<file path="config.mk">
export PLATFORM = sky130hd
export DESIGN_NAME = sdram_col_seq
export DESIGN_NICKNAME = d
export VERILOG_FILES = /design/src/rtl/sdram_col_pkg.sv /design/src/rtl/sdram_col_blen_dec.sv /design/src/rtl/sdram_col_addr_gen.sv /design/src/rtl/sdram_col_seq.sv
export SDC_FILE = /design/constraint.sdc
export NUM_CORES = 1
export LEC_CHECK = 0
export BUFFER_PORTS_ARGS = -buffer_cell sky130_fd_sc_hd__clkbuf_2
export CELL_PAD_IN_SITES_DETAIL_PLACEMENT = 0
export CELL_PAD_IN_SITES_GLOBAL_PLACEMENT = 1
export CORE_MARGIN = 1.5
export CORE_UTILIZATION = 40
export DETAILED_ROUTE_END_ITERATION = 10
export PLACE_DENSITY = 0.75
export SLEW_MARGIN = 10
export SYNTH_ARGS = -nofsm -noshare
export SYNTH_HDL_FRONTEND = slang
export SYNTH_HIERARCHICAL = 1
export SYNTH_SLANG_ARGS = --single-unit
</file>
<file path="constraint.sdc">
create_clock -name clk -period 2.6 [get_ports clk]
set_input_delay 0.13 -clock clk [delete_from_list [all_inputs] [get_ports clk]]
set_output_delay 0.13 -clock clk [all_outputs]
set_load 0.1 [all_outputs]
</file>
<file path="src/rtl/sdram_col_pkg.sv">
package sdram_col_pkg;

   localparam int unsigned BLEN_CODE_W = 3;

   // burst-length codes seen on blen_code_i
   localparam logic [BLEN_CODE_W-1:0] BLC_1    = 3'd0;
   localparam logic [BLEN_CODE_W-1:0] BLC_2    = 3'd1;
   localparam logic [BLEN_CODE_W-1:0] BLC_4    = 3'd2;
   localparam logic [BLEN_CODE_W-1:0] BLC_8    = 3'd3;
   localparam logic [BLEN_CODE_W-1:0] BLC_PAGE = 3'd7;

   // longest fixed burst needs this many varying column bits
   localparam int unsigned MAX_FIXED_LG = 3;

endpackage

</file>
<file path="src/rtl/sdram_col_blen_dec.sv">
module sdram_col_blen_dec
   import sdram_col_pkg::*;
#(
   parameter int unsigned COL_W = 8
)(
   input  logic [BLEN_CODE_W-1:0] code_i,
   input  logic                   ilv_i,
   output logic [COL_W-1:0]       mask_o,
   output logic                   page_o
);

   if (COL_W < MAX_FIXED_LG) begin : g_bad_width
      $error("sdram_col_blen_dec: COL_W must cover an 8-beat burst");
   end

   always_comb begin
      mask_o = '0;
      page_o = 1'b0;
      case (code_i)
         BLC_2:    mask_o = COL_W'(1);
         BLC_4:    mask_o = COL_W'(3);
         BLC_8:    mask_o = COL_W'(7);
         BLC_PAGE: begin
            // a full page has no interleaved form: fall back to one beat
            if (!ilv_i) begin
               mask_o = '1;
               page_o = 1'b1;
            end
         end
         default:  mask_o = '0;
      endcase
   end

endmodule

</file>
<file path="src/rtl/sdram_col_addr_gen.sv">
module sdram_col_addr_gen #(
   parameter int unsigned COL_W  = 8,
   parameter bit          ILV_EN = 1'b1
)(
   input  logic [COL_W-1:0] base_i,
   input  logic [COL_W-1:0] beat_i,
   input  logic [COL_W-1:0] mask_i,
   input  logic             ilv_i,
   output logic [COL_W-1:0] col_o
);

   logic [COL_W-1:0] seq_lo;
   logic [COL_W-1:0] fixed_hi;

   assign fixed_hi = base_i & ~mask_i;
   assign seq_lo   = (base_i + beat_i) & mask_i;

   if (ILV_EN) begin : g_ilv
      logic [COL_W-1:0] ilv_lo;
      assign ilv_lo = (base_i ^ beat_i) & mask_i;
      assign col_o  = fixed_hi | (ilv_i ? ilv_lo : seq_lo);
   end else begin : g_seq_only
      logic unused_ilv;
      assign unused_ilv = ilv_i;
      assign col_o      = fixed_hi | seq_lo;
   end

endmodule

</file>
<file path="src/rtl/sdram_col_seq.sv">
module sdram_col_seq
   import sdram_col_pkg::*;
#(
   parameter int unsigned COL_W  = 8,
   parameter bit          ILV_EN = 1'b1
)(
   input  logic                   clk,
   input  logic                   rst_n,
   input  logic                   start_i,
   input  logic [COL_W-1:0]       start_col_i,
   input  logic [BLEN_CODE_W-1:0] blen_code_i,
   input  logic                   ilv_i,
   input  logic                   stop_i,
   output logic [COL_W-1:0]       col_o,
   output logic                   beat_vld_o,
   output logic                   last_o
);

   if (COL_W < MAX_FIXED_LG) begin : g_bad_width
      $error("sdram_col_seq: COL_W too small");
   end

   logic             ilv_req;
   logic [COL_W-1:0] dec_mask;
   logic             dec_page;

   logic             act_q;
   logic [COL_W-1:0] beat_q;
   logic [COL_W-1:0] base_q;
   logic [COL_W-1:0] mask_q;
   logic             page_q;
   logic             ilv_q;
   logic             at_end;

   assign ilv_req = ILV_EN ? ilv_i : 1'b0;

   sdram_col_blen_dec #(.COL_W(COL_W)) u_dec (
      .code_i (blen_code_i),
      .ilv_i  (ilv_req),
      .mask_o (dec_mask),
      .page_o (dec_page)
   );

   sdram_col_addr_gen #(.COL_W(COL_W), .ILV_EN(ILV_EN)) u_gen (
      .base_i (base_q),
      .beat_i (beat_q),
      .mask_i (mask_q),
      .ilv_i  (ilv_q),
      .col_o  (col_o)
   );

   assign at_end = act_q && !page_q && (beat_q == mask_q);

   always_ff @(posedge clk) begin
      if (!rst_n) begin
         act_q  <= 1'b0;
         beat_q <= '0;
         base_q <= '0;
         mask_q <= '0;
         page_q <= 1'b0;
         ilv_q  <= 1'b0;
      end else if (start_i) begin
         act_q  <= 1'b1;
         beat_q <= '0;
         base_q <= start_col_i;
         mask_q <= dec_mask;
         page_q <= dec_page;
         ilv_q  <= ilv_req;
      end else if (stop_i || at_end) begin
         act_q  <= 1'b0;
      end else if (act_q) begin
         beat_q <= beat_q + COL_W'(1);
      end
   end

   assign beat_vld_o = act_q;
   assign last_o     = at_end;

endmodule

</file>
==> impl_metrics.yaml, run 1 <==
yosys:
  synth-edff-count: 0
  synth_most_common_cell: "dfxtp_1"
  synth_nets: 222
  yosys-top-cells-count: "dfxtp_1, mux2i_1, nor2b_1"
  synth_area_sq_um: 1740
  synth_top_area_share_pct: 31.1
  synthDistinctLibCells: 44
  synth-seq-cells: 27
  yosysSeqAreaShare_pct: 31.1
  synthTopCellsByArea: "dfxtp_1, mux2i_1, nor2b_1"
  syn_avg_cell_area_sq_um: 8.82
  ys_async_sr_fraction_pct: 0
  synth_cells: 197
  yosysWarnings: 6
  yosysTopAreaCell: "dfxtp_1"
  synthFlopType: "dfxtp_1"
routing:
  viasPerCell: 5.32
  wl_per_cell_um: 14.1
  via_count: 1431
  routed_wl_um: 3800
  first_pass_iters: 4
  drt_iter0_drc: 37
  drtAntennaViolNets: 0
  route.detailed.drc: 0
pwr:
  power.leakage_nw: 0.898
  combPwrFrac_pct: 24.8
  p_sw_mw: 0.312
  p_clk_share_pct: 27.0
  seqPwrFrac_pct: 48.2
  p_sw_share_pct: 33.7
  irDropWorstVdd_mv: 0.217
  p_per_area_nw_per_um2: 441
  p_int_mw: 0.613
floorplan:
  io-pin-count: 26
  die_h_um: 68.9
  die_area_sq_um: 4750
  rows: 23
  die_w_um: 68.9
  start_util_pct: 42.5
  coreArea_sq_um: 4090
setup_path:
  startpoint: "base_q[0]$_SDFFE_PN0P_"
  cp_slowest_cell: "dfxtp_4"
  worstPathRequired_ps: 2470
  worstSetupPathType: "register to output pin"
  r2r_slack_ps: 480
  endpoint: "col_o[6]"
  reg2reg_to: "beat_q[3]$_SDFFE_PP0P_"
  rr_worst_depth: 6
  critPathMaxFanout: 3
  cp-start-kind: "register"
  end_kind: "output pin"
  worstPathCellList: "ha_4, inv_2, fa_2, or2b_1, a211oi_2, a31oi_1, xnor2_1, mux2_4, buf_12"
  critPathMaxStageDelay_ps: 370
  r2r_start: "beat_q[2]$_SDFFE_PP0P_"
  arrival_ps: 2340
sta:
  finalHoldViolCount: 0
  slew_violations: 0
  period_minus_slack_ps: 2470
  rsz0062_at_grt: "true"
  finClkSkew_ps: 7.57
  slew_headroom_pct: 37.9
  setup_violations: 0
  max_freq_mhz: 404
  max_slew.worst_pin.slew_ps: 927
  fin_setup_tns_ps: 0
  min_period_over_period_pct: 95.2
  finalHoldWorstSlack_ps: 103
final_layout:
  final_nets: 245
  antenna_cells: 0
  ff_latch_area_sq_um: 553
  multi_input_comb_area_sq_um: 1200
  drive_above_1_share_pct: 30.1
  syn2layout_area_growth_pct: 20.6
  stdcell_area_sq_um: 2100
  fillerInstances: 388
global_route:
  grt_pass1_vias: 1413
  grt_overflow: 0
  grt_pass1_wl_um: 6390
  grt_util_all_layers_pct: 18.1
  grt_start_max_net_pins: 22
  antenna_found_initial: 0
placed_design:
  gp_congestion: 0.809
  placed_cell_area_sq_um: 1940
  dp_hpwl_um: 2850
  port_buffers: 25
run_status:
  status: "complete, no violations"
cts:
  cts-buffers-inserted: 3
  clkSinkCount: 27
  cts_root_buffer: "clkbuf_8"
  h-tree-depth: 1
  cts_hold_buf: 0
  cts_tree: "done"
  path_clk_slew_ps: 100
  clockBufferDepth: 2
  worstSkewPairLatency_ps: 280
flow_run:
  maxCapViolations: 0
min_path:
  hold_path.class: "primary input to register"
[what timing repair did]
item                                    in CTS  in global routing
endpoints found under the setup margin       3                  2
gates cloned                                 0                  0
pin swaps                                    1                  6
buffers inserted                             0                  1
gates resized for setup                      8                 13
[critical path, delay by kind of cell (launching register included)]
kind / cells / cell delay, ps
flip-flops: 1 / 370
AND/OR/NAND/NOR: 1 / 250
multiplexers: 1 / 270
AO/OA/AOI/OAI: 2 / 370
buffers and inverters: 2 / 210
adder cells (fa/ha/maj): 2 / 470
XOR/XNOR: 1 / 140
[power groups by stage]
| stage | combinational (mW) | sequential [mW] | clock, mW |
|---|---|---|---|
| global placement | 0.220 | 0.453 | 0 |
| detailed placement | 0.224 | 0.454 | 0 |
| floorplan | 0.171 | 0.454 | 0 |
| finish | 0.229 | 0.446 | 0.249 |
| global route | 0.243 | 0.448 | 0.276 |
| CTS | 0.226 | 0.445 | 0.263 |
[layout make-up]
type | instances | area share [%]
multi-input combinational | 153 | 57.4
sequential | 27 | 26.4
timing repair buffer | 30 | 10.0
tap | 50 | 2.99
clock buffer | 3 | 1.97
inverter | 5 | 0.896
clock inverter | 1 | 0.358
[worst min path at each step]
stage	depth (start not counted)	end	slack, ps	startpoint
final	3	base_q[4]$_SDFFE_PN0P_	100	start_col_i[4]
after global routing	3	base_q[4]$_SDFFE_PN0P_	120	start_col_i[4]
after CTS	3	base_q[4]$_SDFFE_PN0P_	100	start_col_i[4]
after detailed placement	3	base_q[4]$_SDFFE_PN0P_	400	start_col_i[4]
after global placement	3	base_q[4]$_SDFFE_PN0P_	390	start_col_i[4]
after floorplan	2	base_q[0]$_SDFFE_PN0P_	300	start_col_i[0]
[sequential cells by signal, summed over array words and instances (netlist names)]
| register | count |
|---|---|
| page_q | 1 |
| ilv_q | 1 |
| beat_q | 8 |
| beat_vld_o | 1 |
| base_q | 8 |
| mask_q | 8 |
[placed cells by master (no fill, tap or decap), types with 5 or more instances in the layout]
| master | netlist | layout |
|---|---|---|
| nand2_1 | 17 | 17 |
| a21oi_1 | 11 | 7 |
| xnor2_1 | 5 | 5 |
| xor2_1 | 8 | 8 |
| ha_4 | 0 | 5 |
| dfxtp_1 | 27 | 21 |
| clkbuf_2 | 0 | 21 |
| nor2_1 | 15 | 14 |
| buf_4 | 6 | 6 |
| mux2i_1 | 21 | 21 |
| nor2b_1 | 21 | 21 |
[cell families after synthesis]
kind of cell | count (synthesis) | synth area share, %
AO/OA/AOI/OAI | 35 | 13.3
XOR/XNOR | 13 | 6.55
adder cells (fa/ha/maj) | 9 | 6.91
buffers and inverters | 17 | 5.54
flip-flops | 27 | 31.1
multiplexers | 23 | 13.4
AND/OR/NAND/NOR | 73 | 23.2
[metal layers]
layer,global-route usage (%),vias to the layer above,wire (um)
met5,0,-,0
met4,4.41,0,37
met3,2.44,4,118
met2,33.5,26,1900
met1,21.9,668,1750
li1,-,733,-
[through the flow]
stage	power (mW)	worst slack, ps	utilization (%)	std cells
CTS	0.934	0.0120	49.7	268
global placement	0.672	261	47.6	264
finish	0.924	125	51.3	269
detailed placement	0.677	220	47.6	264
global route	0.967	-14.2	51.3	269
floorplan	0.625	-20.2	-	197
Power figures use the tool's default switching activity.
==> inputs of run 2 (changes only) <==
--- a/config.mk
+++ b/config.mk
@@ -12,6 +12,7 @@
 export CORE_UTILIZATION = 40
 export DETAILED_ROUTE_END_ITERATION = 10
 export PLACE_DENSITY = 0.75
+export SETUP_SLACK_MARGIN = 0.15
 export SLEW_MARGIN = 10
 export SYNTH_ARGS = -nofsm -noshare
 export SYNTH_HDL_FRONTEND = slang
==> constraint.sdc (replaced) <==
create_clock -name clk -period 2.6 [get_ports clk]
set_input_delay 0.13 -clock clk [delete_from_list [all_inputs] [get_ports clk]]
set_output_delay 0.13 -clock clk [all_outputs]
set_load 0.01 [all_outputs]
==> run 2 against run 1 <==
Net effect: via count increased by 0.14%; clock skew decreased by 2.5 ps; setup slack lost 59 ps; power shrank 12%; maximum frequency shrank 2.3%; flip-flop and latch count stayed put; sequential share of layout area up 1.0 points; register-to-register slack better by 60 ps; utilization down 2.7 points; hold slack improved by 13 ps; highest routed layer unchanged.
==> impl_metrics.yaml, run 2 (synthesis gave the netlist of run 1 again) <==
final_layout:
  top_regs: "base_q: 8 flops, beat_q: 8 flops, mask_q: 8 flops"
  mostFrequentLayoutCell: "dfxtp_1"
  drive_above_1_share_pct: 24.7
  fillerInstances: 412
  stdcell_area_sq_um: 1990
  final_nets: 245
  final_cell_mix: "dfxtp_1, clkbuf_2, mux2i_1, nor2b_1, nand2_1"
  antenna_cells: 0
  fin_util_pct: 48.6
  syn2layout_area_growth_pct: 14.3
cts:
  cts-buffers-inserted: 3
  cts_hold_buf: 0
  cts_root_buffer: "clkbuf_8"
  cts_tree: "done"
  h-tree-depth: 1
  path_clk_slew_ps: 90
  clkSinkCount: 27
  clockBufferDepth: 2
  worstSkewPairLatency_ps: 270
routing:
  first_pass_iters: 5
  via_count: 1433
  drtAntennaViolNets: 0
  route.detailed.drc: 0
  wl_per_cell_um: 14.2
  viasPerCell: 5.33
  drt_iter0_drc: 85
  routed_wl_um: 3810
global_route:
  met2_usage_pct: 31.5
  grt_overflow: 0
  grt-busiest-layer: "met2"
  antenna_found_initial: 0
  grt_start_max_net_pins: 22
  grt_pass1_vias: 1425
  grt_use_met3_pct: 2.44
  grt_util_all_layers_pct: 18.3
  grt_pass1_wl_um: 6480
  use_met1_pct: 23.3
floorplan:
  die_h_um: 68.9
  coreArea_sq_um: 4090
  start_util_pct: 42.5
  die_area_sq_um: 4750
  rows: 23
  io-pin-count: 26
  die_w_um: 68.9
sta:
  finClkSkew_ps: 5.07
  slew_headroom_pct: 42.1
  max_freq_mhz: 395
  min_period_over_period_pct: 97.5
  setup_violations: 0
  finalHoldViolCount: 0
  period_minus_slack_ps: 2530
  rsz0062_at_grt: "true"
  slew_violations: 0
  max_slew.worst_pin.slew_ps: 864
pwr:
  irDropWorstVdd_mv: 0.191
  p_sw_share_pct: 26.4
  p_clk_share_pct: 29.6
  p_int_mw: 0.600
  p_per_area_nw_per_um2: 410
  seqPwrFrac_pct: 54.5
  power.leakage_nw: 0.896
  combPwrFrac_pct: 16.0
  p_sw_mw: 0.215
placed_design:
  placed_cell_area_sq_um: 1860
  dp_hpwl_um: 2760
  gp_congestion: 0.840
  port_buffers: 25
setup_path:
  critPathMaxFanout: 3
  arrival_ps: 2400
  r2r_slack_ps: 540
  cp-start-kind: "register"
  worstSetupPathType: "register to output pin"
  end_kind: "output pin"
  worstPathRequired_ps: 2470
run_status:
  status: "complete, no violations"
flow_run:
  maxCapViolations: 0
min_path:
  hold_path.class: "primary input to register"
run 2: cell count changes in the layout (fill, tap and decap cells not counted), moves of 2 or more:
cell | before | now
clkbuf_2 | 21 | 23
dfxtp_1 | 21 | 24
dfxtp_4 | 2 | 0
ha_4 | 5 | 2
buf_12 | 3 | 0
a21oi_2 | 4 | 1
a21oi_1 | 7 | 10
ha_1 | 3 | 6
run 2: power by group through the flow:
stage | logic (mW) | clock network (mW) | registers [mW]
6_report | 0.130 | 0.241 | 0.444
2_1_floorplan | 0.0934 | 0 | 0.447
5_1_grt | 0.147 | 0.271 | 0.447
4_1_cts | 0.129 | 0.252 | 0.444
3_5_place_dp | 0.125 | 0 | 0.452
3_3_place_gp | 0.123 | 0 | 0.452
run 2: per-layer routing:
| metal | up-vias | wire length (um) | share of wire, % |
|---|---|---|---|
| li1 | 731 | - | - |
| met1 | 674 | 1780 | 47 |
| met2 | 26 | 1890 | 50 |
| met3 | 2 | 116 | 3.0 |
| met4 | 0 | 25 | 0.66 |
| met5 | - | 0 | 0 |
run 2: cell type report:
| cell class | count | area (sq um) | area share, % |
|---|---|---|---|
| tap | 50 | 62.6 | 3.15 |
| inverter | 5 | 18.8 | 0.945 |
| timing repair buffer | 30 | 169 | 8.50 |
| clock buffer | 4 | 45.0 | 2.27 |
| multi-input combinational | 153 | 1150 | 57.7 |
| sequential | 27 | 544 | 27.4 |
run 2: worst max-delay path, stage by stage, from the launching register on:
cell and delay (ps):
dfxtp_2 360, ha_4 150, inv_2 40, fa_2 350, or2b_1 250, a211oi_2 290, a31oi_2 140, xnor2_1 150
mux2_4 270, buf_6 120
run 2: stage by stage:
step	hold slack [ps]	power (mW)	std cells	setup WS [ps]	TNS (ps)
6_report	116	0.815	269	66.0	0
5_1_grt	120	0.864	269	-24.7	-24.7
4_1_cts	109	0.825	268	123	0
3_5_place_dp	396	0.578	262	200	0
3_3_place_gp	390	0.574	262	259	0
2_1_floorplan	300	0.540	197	420	0
run 2: final timing paths:
| check | start | to | depth (start not counted) |
|---|---|---|---|
| worst max-delay path | beat_q[0]$_SDFFE_PP0P_ | col_o[6] | 9 |
| worst min register to register | beat_q[1]$_SDFFE_PP0P_ | beat_q[1]$_SDFFE_PP0P_ | 2 |
| worst min-delay path | start_col_i[4] | base_q[4]$_SDFFE_PN0P_ | 3 |
| worst max register to register | beat_q[0]$_SDFFE_PP0P_ | beat_q[3]$_SDFFE_PP0P_ | 6 |
run 2: repair_timing:
action,CTS,global route
pin swaps,3,5
gates resized for setup,9,6
setup endpoints to repair,2,3
buffers inserted,2,1
==> inputs of run 3 (changes only) <==
--- a/config.mk
+++ b/config.mk
@@ -11,7 +11,9 @@
 export CORE_MARGIN = 1.5
 export CORE_UTILIZATION = 40
 export DETAILED_ROUTE_END_ITERATION = 10
+export HOLD_SLACK_MARGIN = 0.03
 export PLACE_DENSITY = 0.75
+export REMOVE_ABC_BUFFERS = 1
 export SETUP_SLACK_MARGIN = 0.15
 export SLEW_MARGIN = 10
 export SYNTH_ARGS = -nofsm -noshare
==> run 3 against run 2 <==
Net effect: non-clock buffer count grew 8; utilization up 2.5 points; clock skew is 0.84 ps lower; setup slack improved by 130 ps; via count is 2.2% higher; final cell count increased by 3.0%; critical path type unchanged.
==> impl_metrics.yaml, run 3 (synthesis gave the netlist of run 1 again) <==
cts:
  cts_hold_buf: 0
  cts_root_buffer: "clkbuf_8"
  cts_tree: "done"
  cts-buffers-inserted: 3
  clockBufferDepth: 2
  h-tree-depth: 1
  clkSinkCount: 27
  path_clk_slew_ps: 100
  worstSkewPairLatency_ps: 270
run_status:
  status: "complete, no violations"
sta:
  period_minus_slack_ps: 2410
  rsz0062_at_grt: "true"
  slew_headroom_pct: 38.7
  max_slew.worst_pin.slew_ps: 915
  finClkSkew_ps: 4.23
  fin_setup_tns_ps: 0
  fin_ws_ps: 195
  finalHoldViolCount: 0
  setup_violations: 0
  slew_violations: 0
  max_freq_mhz: 416
  finalHoldWorstSlack_ps: 106
  min_period_over_period_pct: 92.5
setup_path:
  end_kind: "output pin"
  cp-start-kind: "register"
  critPathMaxFanout: 3
  worstPathRequired_ps: 2470
  worstSetupPathType: "register to output pin"
  arrival_ps: 2280
floorplan:
  die_area_sq_um: 4750
  rows: 23
  die_w_um: 68.9
  die_h_um: 68.9
  coreArea_sq_um: 4090
  start_util_pct: 42.5
  io-pin-count: 26
final_layout:
  antenna_cells: 0
  fillerInstances: 400
  drive_above_1_share_pct: 30.8
  final_nets: 253
  final_cell_mix: "clkbuf_2, mux2i_1, nor2b_1"
  top_regs: "base_q: 8 flops, beat_q: 8 flops, mask_q: 8 flops"
  mostFrequentLayoutCell: "clkbuf_2"
  syn2layout_area_growth_pct: 20.2
  instances_no_fill: 277
  stdcell_area_sq_um: 2090
  fin_util_pct: 51.1
pwr:
  power.leakage_nw: 0.932
  p_per_area_nw_per_um2: 393
  irDropWorstVdd_mv: 0.193
  p_total_mw: 0.822
routing:
  wl_per_cell_um: 14.2
  drtAntennaViolNets: 0
  route.detailed.drc: 0
  first_pass_iters: 5
  via_count: 1465
  drt_iter0_drc: 39
  viasPerCell: 5.29
  routed_wl_um: 3930
placed_design:
  placed_cell_area_sq_um: 1860
  pre_cts_ws_ps: 213
  dp_cells: 262
  port_buffers: 25
  dp_hpwl_um: 2820
  gp_congestion: 0.813
global_route:
  grt_pass1_wl_um: 6330
  grt_util_all_layers_pct: 17.8
  grt_overflow: 0
  antenna_found_initial: 0
  grt_pass1_vias: 1338
  grt_start_max_net_pins: 22
min_path:
  hold_path.class: "primary input to register"
flow_run:
  maxCapViolations: 0
[run 3: cell count changes in the layout (fill, tap and decap cells not counted), sizes merged]
cell and delta:
buf +7, clkinv +1
[run 3: area by class of cell]
| class | instances | area [sq um] | area share (%) |
|---|---|---|---|
| Timing Repair Buffer | 38 | 223 | 10.7 |
| Clock inverter | 1 | 5.00 | 0.240 |
| Sequential cell | 27 | 561 | 26.8 |
| Tap cell | 50 | 62.6 | 3.00 |
| Multi-Input combinational cell | 153 | 1180 | 56.4 |
| Clock buffer | 3 | 41.3 | 1.98 |
| Inverter | 5 | 18.8 | 0.899 |
[run 3: what timing repair did]
action | in CTS | in global routing
endpoints found under the setup margin | 2 | 2
buffers inserted | 2 | 9
pin swaps | 3 | 5
resized for setup | 12 | 11
[run 3: path summary, 6_finish.rpt]
path / depth (start not counted) / slack [ps] / end / startpoint
max: 9 / 190 / col_o[6] / base_q[0]$_SDFFE_PN0P_
min: 3 / 110 / base_q[2]$_SDFFE_PN0P_ / start_col_i[2]
max reg2reg: 7 / 340 / beat_q[3]$_SDFFE_PP0P_ / beat_q[0]$_SDFFE_PP0P_
min reg2reg: 2 / 530 / beat_q[1]$_SDFFE_PP0P_ / beat_q[1]$_SDFFE_PP0P_
[run 3: critical path, cell delays in order (launching register included)]
cell and delay, ps:
dfxtp_4 380, ha_4 140, inv_1 50, fa_2 340, or2b_1 240, a211oi_2 220, a31oi_1 120, xnor2_1 140
mux2_2 260, clkbuf_2 130
[run 3: routing by layer]
layer  wire [um]  GRT usage [%]  vias to the layer above
met5           0              0                        -
met1        1960           24.7                      694
li1            -              -                      750
met2        1870           29.6                       19
met3          77           1.95                        2
met4          21           4.41                        0
[run 3: report_power, final]
| part | leakage (nW) | switching [mW] | total, mW | internal, mW |
|---|---|---|---|---|
| Combinational | 0.682 | 0.0697 | 0.136 | 0.0666 |
| Sequential | 0.225 | 0.0157 | 0.440 | 0.424 |
| Clock | 0.0255 | 0.138 | 0.246 | 0.107 |
